[src/rtl/iop_pkg.sv]
package iop_pkg;
  localparam int unsigned DATA_W = 16;
  localparam int unsigned ADDR_W = 11;
  localparam int unsigned IDX_W  = 4;
  localparam int unsigned BASE_W = ADDR_W - IDX_W;

  localparam logic [IDX_W-1:0] IDX_CTRL     = 4'd0;
  localparam logic [IDX_W-1:0] IDX_STAT     = 4'd1;
  localparam logic [IDX_W-1:0] IDX_PORT_OUT = 4'd2;
  localparam logic [IDX_W-1:0] IDX_PORT_IN  = 4'd3;

  localparam int unsigned CTRL_HOST_IRQ = 0;
  localparam int unsigned CTRL_RING_EN  = 1;
  localparam int unsigned STAT_RING     = 0;
  localparam int unsigned STAT_SWI      = 1;

  typedef struct packed {
    logic             rd;
    logic             wr;
    logic [IDX_W-1:0] idx;
  } acc_t;
endpackage

[src/rtl/iop_addr_decode.sv]
module iop_addr_decode
  import iop_pkg::*;
#(
  parameter logic [BASE_W-1:0] BASE = '0
) (
  input  logic              io_sel,
  input  logic              rd_en,
  input  logic              wr_en,
  input  logic [ADDR_W-1:0] addr,
  output acc_t              acc
);
  logic hit;

  always_comb begin
    hit     = (addr[ADDR_W-1:IDX_W] == BASE);
    acc.wr  = io_sel & wr_en & hit;
    acc.rd  = io_sel & rd_en & ~wr_en & hit;
    acc.idx = addr[IDX_W-1:0];
  end
endmodule

[src/rtl/iop_ctrl_regs.sv]
module iop_ctrl_regs
  import iop_pkg::*;
(
  input  logic              clk,
  input  logic              rst_n,
  input  acc_t              acc,
  input  logic [DATA_W-1:0] wdata,
  output logic              host_irq,
  output logic              ring_en,
  output logic [DATA_W-1:0] port_out
);
  logic              ctrl_en, port_en;
  logic              host_irq_nxt, ring_en_nxt;
  logic [DATA_W-1:0] port_nxt;

  always_comb begin
    ctrl_en      = acc.wr && (acc.idx == IDX_CTRL);
    port_en      = acc.wr && (acc.idx == IDX_PORT_OUT);
    host_irq_nxt = wdata[CTRL_HOST_IRQ];
    ring_en_nxt  = wdata[CTRL_RING_EN];
    port_nxt     = wdata;
  end

  always_ff @(posedge clk or negedge rst_n) begin
    if (!rst_n) begin
      host_irq <= 1'b0;
      ring_en  <= 1'b0;
    end else if (ctrl_en) begin
      host_irq <= host_irq_nxt;
      ring_en  <= ring_en_nxt;
    end
  end

  always_ff @(posedge clk or negedge rst_n) begin
    if (!rst_n)       port_out <= '0;
    else if (port_en) port_out <= port_nxt;
  end

  assert_ctrl_write_R4: assert property (@(posedge clk) disable iff (!rst_n)
    (acc.wr && acc.idx == IDX_CTRL) |=> (host_irq == $past(wdata[CTRL_HOST_IRQ])))
    else $error("control write not taken");
endmodule

[src/rtl/iop_irq_status.sv]
module iop_irq_status #(
  parameter int unsigned SYNC_STAGES = 2
) (
  input  logic       clk,
  input  logic       rst_n,
  input  logic       ring_in,
  input  logic       ring_en,
  input  logic       swi_set,
  input  logic       clr_en,
  input  logic [1:0] clr_mask,
  output logic       ring_pend,
  output logic       swi_pend
);
  localparam int unsigned LAST = SYNC_STAGES - 1;

  logic [SYNC_STAGES-1:0] sync_q, sync_nxt;
  logic ring_d;
  logic ring_rise;
  logic ring_pend_nxt, swi_pend_nxt;
  logic pend_en;

  generate
    if (SYNC_STAGES == 1) begin : g_one
      always_comb sync_nxt = ring_in;
    end else begin : g_chain
      always_comb sync_nxt = {sync_q[SYNC_STAGES-2:0], ring_in};
    end
  endgenerate

  always_ff @(posedge clk or negedge rst_n) begin
    if (!rst_n) begin
      sync_q <= '0;
      ring_d <= 1'b0;
    end else begin
      sync_q <= sync_nxt;
      ring_d <= sync_q[LAST];
    end
  end

  always_comb begin
    ring_rise     = sync_q[LAST] & ~ring_d;
    pend_en       = clr_en | ring_rise | swi_set;
    ring_pend_nxt = ring_pend;
    swi_pend_nxt  = swi_pend;
    if (clr_en && clr_mask[0]) ring_pend_nxt = 1'b0;
    if (clr_en && clr_mask[1]) swi_pend_nxt  = 1'b0;
    if (ring_rise && ring_en)  ring_pend_nxt = 1'b1;
    if (swi_set)               swi_pend_nxt  = 1'b1;
  end

  always_ff @(posedge clk or negedge rst_n) begin
    if (!rst_n) begin
      ring_pend <= 1'b0;
      swi_pend  <= 1'b0;
    end else if (pend_en) begin
      ring_pend <= ring_pend_nxt;
      swi_pend  <= swi_pend_nxt;
    end
  end

  assert_ring_gate_R7: assert property (@(posedge clk) disable iff (!rst_n)
    $rose(ring_pend) |-> $past(ring_en))
    else $error("ring flag set while disabled");

  assert_swi_set_R8: assert property (@(posedge clk) disable iff (!rst_n)
    swi_set |=> swi_pend)
    else $error("host trigger lost");

  assert_w1c_R9: assert property (@(posedge clk) disable iff (!rst_n)
    (clr_en && clr_mask[1] && !swi_set) |=> !swi_pend)
    else $error("write-one-to-clear failed");
endmodule

[src/rtl/iop_regport.sv]
module iop_regport
  import iop_pkg::*;
#(
  parameter logic [BASE_W-1:0] BASE        = '0,
  parameter int unsigned       SYNC_STAGES = 2
) (
  input  logic              clk,
  input  logic              rst_n,
  input  logic              io_sel,
  input  logic              rd_en,
  input  logic              wr_en,
  input  logic [ADDR_W-1:0] addr,
  input  logic [DATA_W-1:0] wdata,
  output logic [DATA_W-1:0] rdata,
  output logic              rdata_oe,
  input  logic [DATA_W-1:0] port_in,
  output logic [DATA_W-1:0] port_out,
  input  logic              ring_in,
  input  logic              host_swi_set,
  output logic              host_irq,
  output logic              proc_ring_irq,
  output logic              proc_swi_irq
);
  acc_t acc;
  logic ring_en;
  logic stat_clr;
  logic [DATA_W-1:0] rd_mux;

  iop_addr_decode #(.BASE(BASE)) u_dec (
    .io_sel(io_sel), .rd_en(rd_en), .wr_en(wr_en), .addr(addr), .acc(acc)
  );

  iop_ctrl_regs u_regs (
    .clk(clk), .rst_n(rst_n), .acc(acc), .wdata(wdata),
    .host_irq(host_irq), .ring_en(ring_en), .port_out(port_out)
  );

  always_comb stat_clr = acc.wr && (acc.idx == IDX_STAT);

  iop_irq_status #(.SYNC_STAGES(SYNC_STAGES)) u_irq (
    .clk(clk), .rst_n(rst_n), .ring_in(ring_in), .ring_en(ring_en),
    .swi_set(host_swi_set), .clr_en(stat_clr), .clr_mask(wdata[1:0]),
    .ring_pend(proc_ring_irq), .swi_pend(proc_swi_irq)
  );

  always_comb begin
    rd_mux = '0;
    if (acc.rd) begin
      case (acc.idx)
        IDX_CTRL: begin
          rd_mux[CTRL_HOST_IRQ] = host_irq;
          rd_mux[CTRL_RING_EN]  = ring_en;
        end
        IDX_STAT: begin
          rd_mux[STAT_RING] = proc_ring_irq;
          rd_mux[STAT_SWI]  = proc_swi_irq;
        end
        IDX_PORT_OUT: rd_mux = port_out;
        IDX_PORT_IN:  rd_mux = port_in;
        default:      rd_mux = '0;
      endcase
    end
    rdata    = rd_mux;
    rdata_oe = acc.rd;
  end

  assert_nosel_hold_R2: assert property (@(posedge clk) disable iff (!rst_n)
    !io_sel |=> ($stable(port_out) && $stable(host_irq)))
    else $error("register changed without select");

  assert_offbase_hold_R1: assert property (@(posedge clk) disable iff (!rst_n)
    (addr[ADDR_W-1:IDX_W] != BASE) |=> $stable(port_out))
    else $error("write outside base window");

  assert_idle_zero_R3: assert property (@(posedge clk) disable iff (!rst_n)
    !rdata_oe |-> (rdata == '0))
    else $error("read data driven while idle");
endmodule

[config.mk]
export PLATFORM = sky130hd
export DESIGN_NAME = iop_regport
export DESIGN_NICKNAME = d
export VERILOG_FILES = /design/src/rtl/iop_pkg.sv /design/src/rtl/iop_addr_decode.sv /design/src/rtl/iop_ctrl_regs.sv /design/src/rtl/iop_irq_status.sv /design/src/rtl/iop_regport.sv
export SDC_FILE = /design/constraint.sdc
export NUM_CORES = 1
export LEC_CHECK = 0
export ABC_AREA = 0
export BUFFER_PORTS_ARGS = -buffer_cell sky130_fd_sc_hd__buf_4
export CAP_MARGIN = 5
export CELL_PAD_IN_SITES_DETAIL_PLACEMENT = 1
export CELL_PAD_IN_SITES_GLOBAL_PLACEMENT = 1
export CORE_ASPECT_RATIO = 1.2
export CORE_MARGIN = 3
export CORE_UTILIZATION = 32
export DETAILED_ROUTE_END_ITERATION = 8
export GPL_ROUTABILITY_DRIVEN = 0
export HOLD_SLACK_MARGIN = 0.08
export PLACE_DENSITY_LB_ADDON = 0.08
export SLEW_MARGIN = 20
export SYNTH_ARGS = -nofsm -noshare
export SYNTH_HDL_FRONTEND = slang
export SYNTH_SLANG_ARGS = --single-unit
[constraint.sdc]
create_clock -name clk -period 3.3 [get_ports clk]
set_clock_uncertainty 0.05 [all_clocks]
set_input_delay 0.66 -clock clk [delete_from_list [all_inputs] [get_ports clk]]
set_output_delay 0.66 -clock clk [all_outputs]
set_load 0.1 [all_outputs]
==> impl_metrics.env, run 1 <==
export IMPL_status="finished clean"
export IMPL_htreeDepth=1
export IMPL_ys_seq_area_share_pct=45.1
export IMPL_synth_seq_cells=23
export IMPL_power_density_nw_per_um2=271
export IMPL_synth_cell_types=26
export IMPL_diodes=0
export IMPL_grt_pass1_wl_um=5800
export IMPL_synth_top_cell_area_share_pct=45.1
export IMPL_core_area_um2=3720
export IMPL_grt_usage_pct=15.7
export IMPL_die_area_um2=4790
export IMPL_die_h_um=75.2
export IMPL_dpl_cell_area_um2=1990
export IMPL_cts_tree="built"
export IMPL_grt_max_degree=26
export IMPL_via_per_inst=4.82
export IMPL_fin_util_pct=54.8
export IMPL_syn_avg_cell_area_um2=12.4
export IMPL_clock_root_buffer="clkbuf_8"
export IMPL_power_uw=554
export IMPL_layout_min_cycle_time_ns=2.75
export IMPL_area_growth_pct=59.6
export IMPL_wl_per_cell_um=15.5
export IMPL_rsz0062_at_grt="no"
export IMPL_slew_violations=0
export IMPL_grt_pass1_vias=1234
export IMPL_ir_drop_uv=226
export IMPL_numCtsBuffers=3
export IMPL_relSlewSlack_pct=70.5
export IMPL_initialDrtViolationCount=28
export IMPL_required_ns=2.59
export IMPL_crit_chain="buf_4 -> nor4b_4 -> nand4_1 -> buf_4 -> nor2_2 -> buf_4"
export IMPL_path_clk_slew_ns=0.08
export IMPL_start_util_pct=34.3
export IMPL_drc=0
export IMPL_cpPeakStageDelay_ns=0.45
export IMPL_die_w_um=63.7
export IMPL_ys_top_cells_by_area="dfrtp_1, mux2_4, mux2i_1"
export IMPL_tns_ns=0
export IMPL_hold_viol=0
export IMPL_critPathMaxFanout=14
export IMPL_synth_warnings=0
export IMPL_final_nets=239
export IMPL_max_freq_ghz=0.363
export IMPL_synth_top_cell_by_area="dfrtp_1"
export IMPL_drive_above_1_share_pct=66.0
export IMPL_critPathLaunchType="input port"
export IMPL_wl_um=3710
export IMPL_io_pins=86
export IMPL_finalInstanceArea_um2=2040
export IMPL_whs_ns=0.225
export IMPL_netlist_area_um2=1280
export IMPL_row_count=24
export IMPL_first_pass_iters=4
export IMPL_fin_crit_sh_pct=83.5
export IMPL_grt_antenna_before_repair=0
export IMPL_syn_num_nets=153
export IMPL_grt_overflow_total=0
export IMPL_max_cap_viol_count=0
export IMPL_syn_inst=103
export IMPL_worst_slew_pin_slew_ns=0.442
export IMPL_setup_violations=0
export IMPL_worstPathArrival_ns=2.04
export IMPL_min_delay_path_class="input port to asynchronous set/reset pin"
export IMPL_clockBufferDepth=2
export IMPL_p_leak_uw=0.00106
export IMPL_detail_route_antenna_nets=0
export IMPL_critPathMostFrequentCell="buf_4"
export IMPL_via_count=1157
export IMPL_cts_sinks=23
export IMPL_crit_path_end_kind="primary output"
export IMPL_clock_latency_ns=0.26
export IMPL_cts_resized=0
export IMPL_critPathSlowestCell="nor4b_4"
export IMPL_path_class="input port to primary output"
export IMPL_cts_setup_buffers=0
export IMPL_io_buffers=85
export IMPL_holdBufCountCts=0
export IMPL_dp_hpwl_um=2950
## registers in the layout, indices dropped and copies added, names as in the netlist
register	cells
u_regs.port_out	16
u_irq.sync_q	2
u_irq.ring_d	1
u_irq.ring_pend	1
u_irq.swi_pend	1
u_regs.host_irq	1
u_regs.ring_en	1
## where the power goes
| part | internal, uW | total, uW | leakage [uW] | switching [uW] |
|---|---|---|---|---|
| Sequential | 284 | 286 | 0.000304 | 1.46 |
| Combinational | 50.4 | 91.0 | 0.000738 | 40.7 |
| Clock | 86.2 | 177 | 0.0000228 | 90.5 |
| Total | 421 | 554 | 0.00106 | 133 |
## per-stage QoR
stage / setup slack, ns / cells
6_report: 0.546 / 240
5_1_grt: 0.443 / 240
4_1_cts: 0.519 / 240
3_5_place_dp: 0.517 / 236
3_3_place_gp: 0.574 / 236
2_1_floorplan: -0.884 / 103
## cells in the mapped netlist, drive strengths merged
library cell   n
nand3          1
nor4b          3
nand2b         1
dfrtp         23
nor4           2
and3b          1
nand4          4
mux2i         14
nand2          1
a31oi          2
clkbuf         2
a211oi         4
nor2          15
nor2b          4
o22a           1
inv            1
a21o           1
and4b          1
mux2          18
buf            3
o22ai          1
## cells in the final DEF (no fill, tap or decap), drive strengths merged, types with 2 or more instances in the layout
cell / count
dfrtp: 23
nand4: 4
mux2: 18
a211oi: 4
nor2b: 4
nor2: 15
mux2i: 14
clkbuf: 4
nor4: 2
nor4b: 3
a31oi: 2
buf: 86
## path summary, 6_finish.rpt
path	cells after the start	end	slack, ns	from
max	6	rdata[8]	0.55	addr[9]
min	1	u_regs.port_out[10]	0.22	rst_n
max reg2reg	3	u_irq.ring_pend	2.45	u_irq.ring_pend
min reg2reg	0	u_irq.sync_q[1]	0.31	u_irq.sync_q[0]
max in group asynchronous	1	u_regs.port_out[2]	2.74	rst_n
min in group clk	0	u_irq.sync_q[1]	0.31	u_irq.sync_q[0]
## layer usage
metal	part of all wire [%]	global-route usage, %	vias to the layer above
met5	0	0	-
met4	1.1	5.04	0
met3	7.0	4.48	4
met2	53	29.6	50
met1	39	17.0	554
li1	-	-	549
## logic make-up after synthesis
family / synth area share [%]
simple gates: 17.5
flops: 45.1
mux: 29.8
buf+inv: 2.55
compound gates: 5.09
## critical path: cells and delay by family
family                 cells  cell delay [ns]
buffers and inverters      3             0.66
and+or+nand+nor            3             0.73
## cell type report
type	count	area [um2]
well taps	52	65.1
flip-flops and latches	23	576
fillers	439	1680
inverters	1	3.75
repair buffers	86	646
clock buffers	4	45.0
multi-input cells	74	704
Note: power is estimated with default switching activity, not from simulation.
==> inputs of run 2 (changes only) <==
--- a/config.mk
+++ b/config.mk
@@ -5,14 +5,14 @@
 export SDC_FILE = /design/constraint.sdc
 export NUM_CORES = 1
 export LEC_CHECK = 0
-export ABC_AREA = 0
+export ABC_AREA = 1
 export BUFFER_PORTS_ARGS = -buffer_cell sky130_fd_sc_hd__buf_4
 export CAP_MARGIN = 5
 export CELL_PAD_IN_SITES_DETAIL_PLACEMENT = 1
 export CELL_PAD_IN_SITES_GLOBAL_PLACEMENT = 1
 export CORE_ASPECT_RATIO = 1.2
 export CORE_MARGIN = 3
-export CORE_UTILIZATION = 32
+export CORE_UTILIZATION = 27
 export DETAILED_ROUTE_END_ITERATION = 8
 export GPL_ROUTABILITY_DRIVEN = 0
 export HOLD_SLACK_MARGIN = 0.08
==> constraint.sdc (replaced) <==
create_clock -name clk -period 2.63 [get_ports clk]
set_clock_uncertainty 0.05 [all_clocks]
set_input_delay 0.526 -clock clk [delete_from_list [all_inputs] [get_ports clk]]
set_output_delay 0.526 -clock clk [all_outputs]
set_load 0.1 [all_outputs]
==> run 2 against run 1 <==
  * Count of clock-buffer cells in the layout decreased by 1
  * Sequential cell count unchanged
  * Die area rose by 16%
  * Critical path type unchanged
  * Register-to-register slack worse by 0.53 ns
  * Hold slack got worse by 0.13 ns
  * Sequential power grew 26%
  * Worst setup slack worse by 0.33 ns
  * Power increased by 22%
  * Synthesized area decreased by 0.69%
  * Critical path depth rose by 2
  * Clock power up 21%
  * First-iteration DRC count is 61% higher
==> impl_metrics.env, run 2 <==
export IMPL_synth_common_cells="nand2_1, dfrtp_1, a21oi_1"
export IMPL_clock_root_buffer="clkbuf_8"
export IMPL_diodes=0
export IMPL_die_w_um=68.6
export IMPL_wl_um=4070
export IMPL_final_nets=318
export IMPL_area_growth_pct=60.0
export IMPL_grt_usage_pct=15.1
export IMPL_relSlewSlack_pct=80.2
export IMPL_io_buffers=85
export IMPL_grt_overflow_total=0
export IMPL_first_pass_iters=4
export IMPL_netlist_area_um2=1270
export IMPL_start_util_pct=28.9
export IMPL_critPathSlowestCell="buf_4"
export IMPL_worst_slew_pin_slew_ns=0.297
export IMPL_p_leak_uw=0.00111
export IMPL_slew_violations=0
export IMPL_cts_sinks=23
export IMPL_via_count=1441
export IMPL_cts_setup_buffers=0
export IMPL_ys_seq_area_share_pct=45.4
export IMPL_path_clk_slew_ns=0.08
export IMPL_min_delay_path_class="input port to asynchronous set/reset pin"
export IMPL_holdBufCountCts=0
export IMPL_grt_antenna_before_repair=0
export IMPL_gr_usage_met2_pct=25.4
export IMPL_wl_per_cell_um=12.6
export IMPL_dp_hpwl_um=3240
export IMPL_syn_inst=180
export IMPL_cts_tree="built"
export IMPL_hold_viol=0
export IMPL_synth_top_cell_area_share_pct=45.4
export IMPL_critPathMaxFanout=9
export IMPL_drive_above_1_share_pct=38.6
export IMPL_syn_num_nets=230
export IMPL_htreeDepth=1
export IMPL_critPathLaunchType="input port"
export IMPL_path_class="input port to primary output"
export IMPL_ys_top_cells_by_area="dfrtp_1, nand2_1, a21oi_1"
export IMPL_grt_max_degree=24
export IMPL_use_met3_pct=3.18
export IMPL_layout_common_cells="nand2_1, buf_4, dfrtp_1, a21oi_1"
export IMPL_power_density_nw_per_um2=333
export IMPL_syn_avg_cell_area_um2=7.05
export IMPL_required_ns=2.05
export IMPL_initialDrtViolationCount=45
export IMPL_via_per_inst=4.46
export IMPL_core_area_um2=4390
export IMPL_nFillCells=610
export IMPL_drc=0
export IMPL_detail_route_antenna_nets=0
export IMPL_grt_pass1_vias=1465
export IMPL_final_common_cell="nand2_1"
export IMPL_grt_busiest_layer="met2"
export IMPL_grt_use_met1_pct=19.3
export IMPL_clockBufferDepth=2
export IMPL_status="finished clean"
export IMPL_crit_path_end_kind="primary output"
export IMPL_cpPeakStageDelay_ns=0.31
export IMPL_setup_violations=0
export IMPL_clock_latency_ns=0.26
export IMPL_fin_crit_sh_pct=91.8
export IMPL_ir_drop_uv=164
export IMPL_max_freq_ghz=0.414
export IMPL_largest_reg_flops=16
export IMPL_worstPathArrival_ns=1.84
export IMPL_die_h_um=81.1
export IMPL_cts_resized=0
export IMPL_grt_pass1_wl_um=6510
export IMPL_synth_top_cell_by_area="dfrtp_1"
export IMPL_critPathMostFrequentCell="buf_4"
export IMPL_synth_most_common_cell="nand2_1"
export IMPL_top_regs="u_regs.port_out x16, u_irq.sync_q x2"
export IMPL_io_pins=86
export IMPL_synth_flop_cell="dfrtp_1"
export IMPL_synth_edf_count=0
export IMPL_crit_chain="buf_4 -> nor2_1 -> nand2_2 -> nor2_8 -> nand2_2 -> buf_4 -> a21oi_1 -> buf_4"
export IMPL_layout_min_cycle_time_ns=2.41
export IMPL_synth_cell_types=18
export IMPL_whs_ns=0.0945
export IMPL_max_cap_viol_count=0
export IMPL_rsz0062_at_grt="no"
export IMPL_synth_warnings=0
export IMPL_row_count=26
export IMPL_top_register="u_regs.port_out"
export IMPL_numCtsBuffers=3
export IMPL_dpl_worst_slack_ns=0.174
export IMPL_async_reset_ff_share_pct=100
export IMPL_setup_ws_ns=0.216
export IMPL_synth_seq_cells=23
export IMPL_die_area_um2=5560
run 2: final cells by class:
cell class	count	area, um2	share of cell area (%)
Clock buffer	3	41.3	2.03
Timing Repair Buffer	88	661	32.6
Clock inverter	1	5.00	0.247
Tap cell	56	70.1	3.45
Inverter	10	41.3	2.03
Sequential cell	23	576	28.4
Multi-Input combinational cell	142	636	31.3
run 2: worst paths after layout:
| check | start | end | slack, ns | cells past startpoint |
|---|---|---|---|---|
| worst min-delay path | rst_n | u_regs.port_out[6] | 0.09 | 1 |
| worst max register to register | u_regs.port_out[3] | u_regs.port_out[3] | 1.92 | 2 |
| max in group asynchronous | rst_n | u_irq.swi_pend | 2.20 | 1 |
| worst min register to register | u_irq.sync_q[0] | u_irq.sync_q[1] | 0.31 | 0 |
| min in group clk | u_irq.sync_q[0] | u_irq.sync_q[1] | 0.31 | 0 |
| worst max-delay path | addr[4] | rdata[14] | 0.22 | 8 |
run 2: routing by layer:
| metal | wire (um) | share of wire, % |
|---|---|---|
| met2 | 1940 | 48 |
| met3 | 375 | 9.2 |
| met5 | 0 | 0 |
| met1 | 1730 | 42 |
| met4 | 25 | 0.61 |
run 2: stage by stage:
step / cell area [um2] / util (%) / instances / total power (uW) / TNS, ns
after CTS: 2030 / 46.2 / 323 / 687 / 0
after global placement: 1980 / 45.2 / 319 / 469 / 0
final: 2030 / 46.2 / 323 / 676 / 0
after global routing: 2030 / 46.2 / 323 / 711 / 0
after floorplan: 1280 / - / 180 / 396 / -8.25
after detailed placement: 1980 / 45.2 / 319 / 470 / 0
run 2: cell families after synthesis:
family / share of synthesized area, %
simple gates: 43.4
flops: 45.4
compound gates: 5.52
buf+inv: 5.72
run 2: power by group:
part / leakage [uW] / switching (uW) / total (uW) / internal, uW
sequential: 0.000304 / 1.81 / 359 / 357
clock: 0.0000255 / 110 / 215 / 105
combinational: 0.000779 / 47.8 / 102 / 54.6
run 2: worst max-delay path, delay by kind of cell:
family,cells,cell delay [ns]
buf+inv,3,0.62
simple gates,4,0.54
compound gates,1,0.15
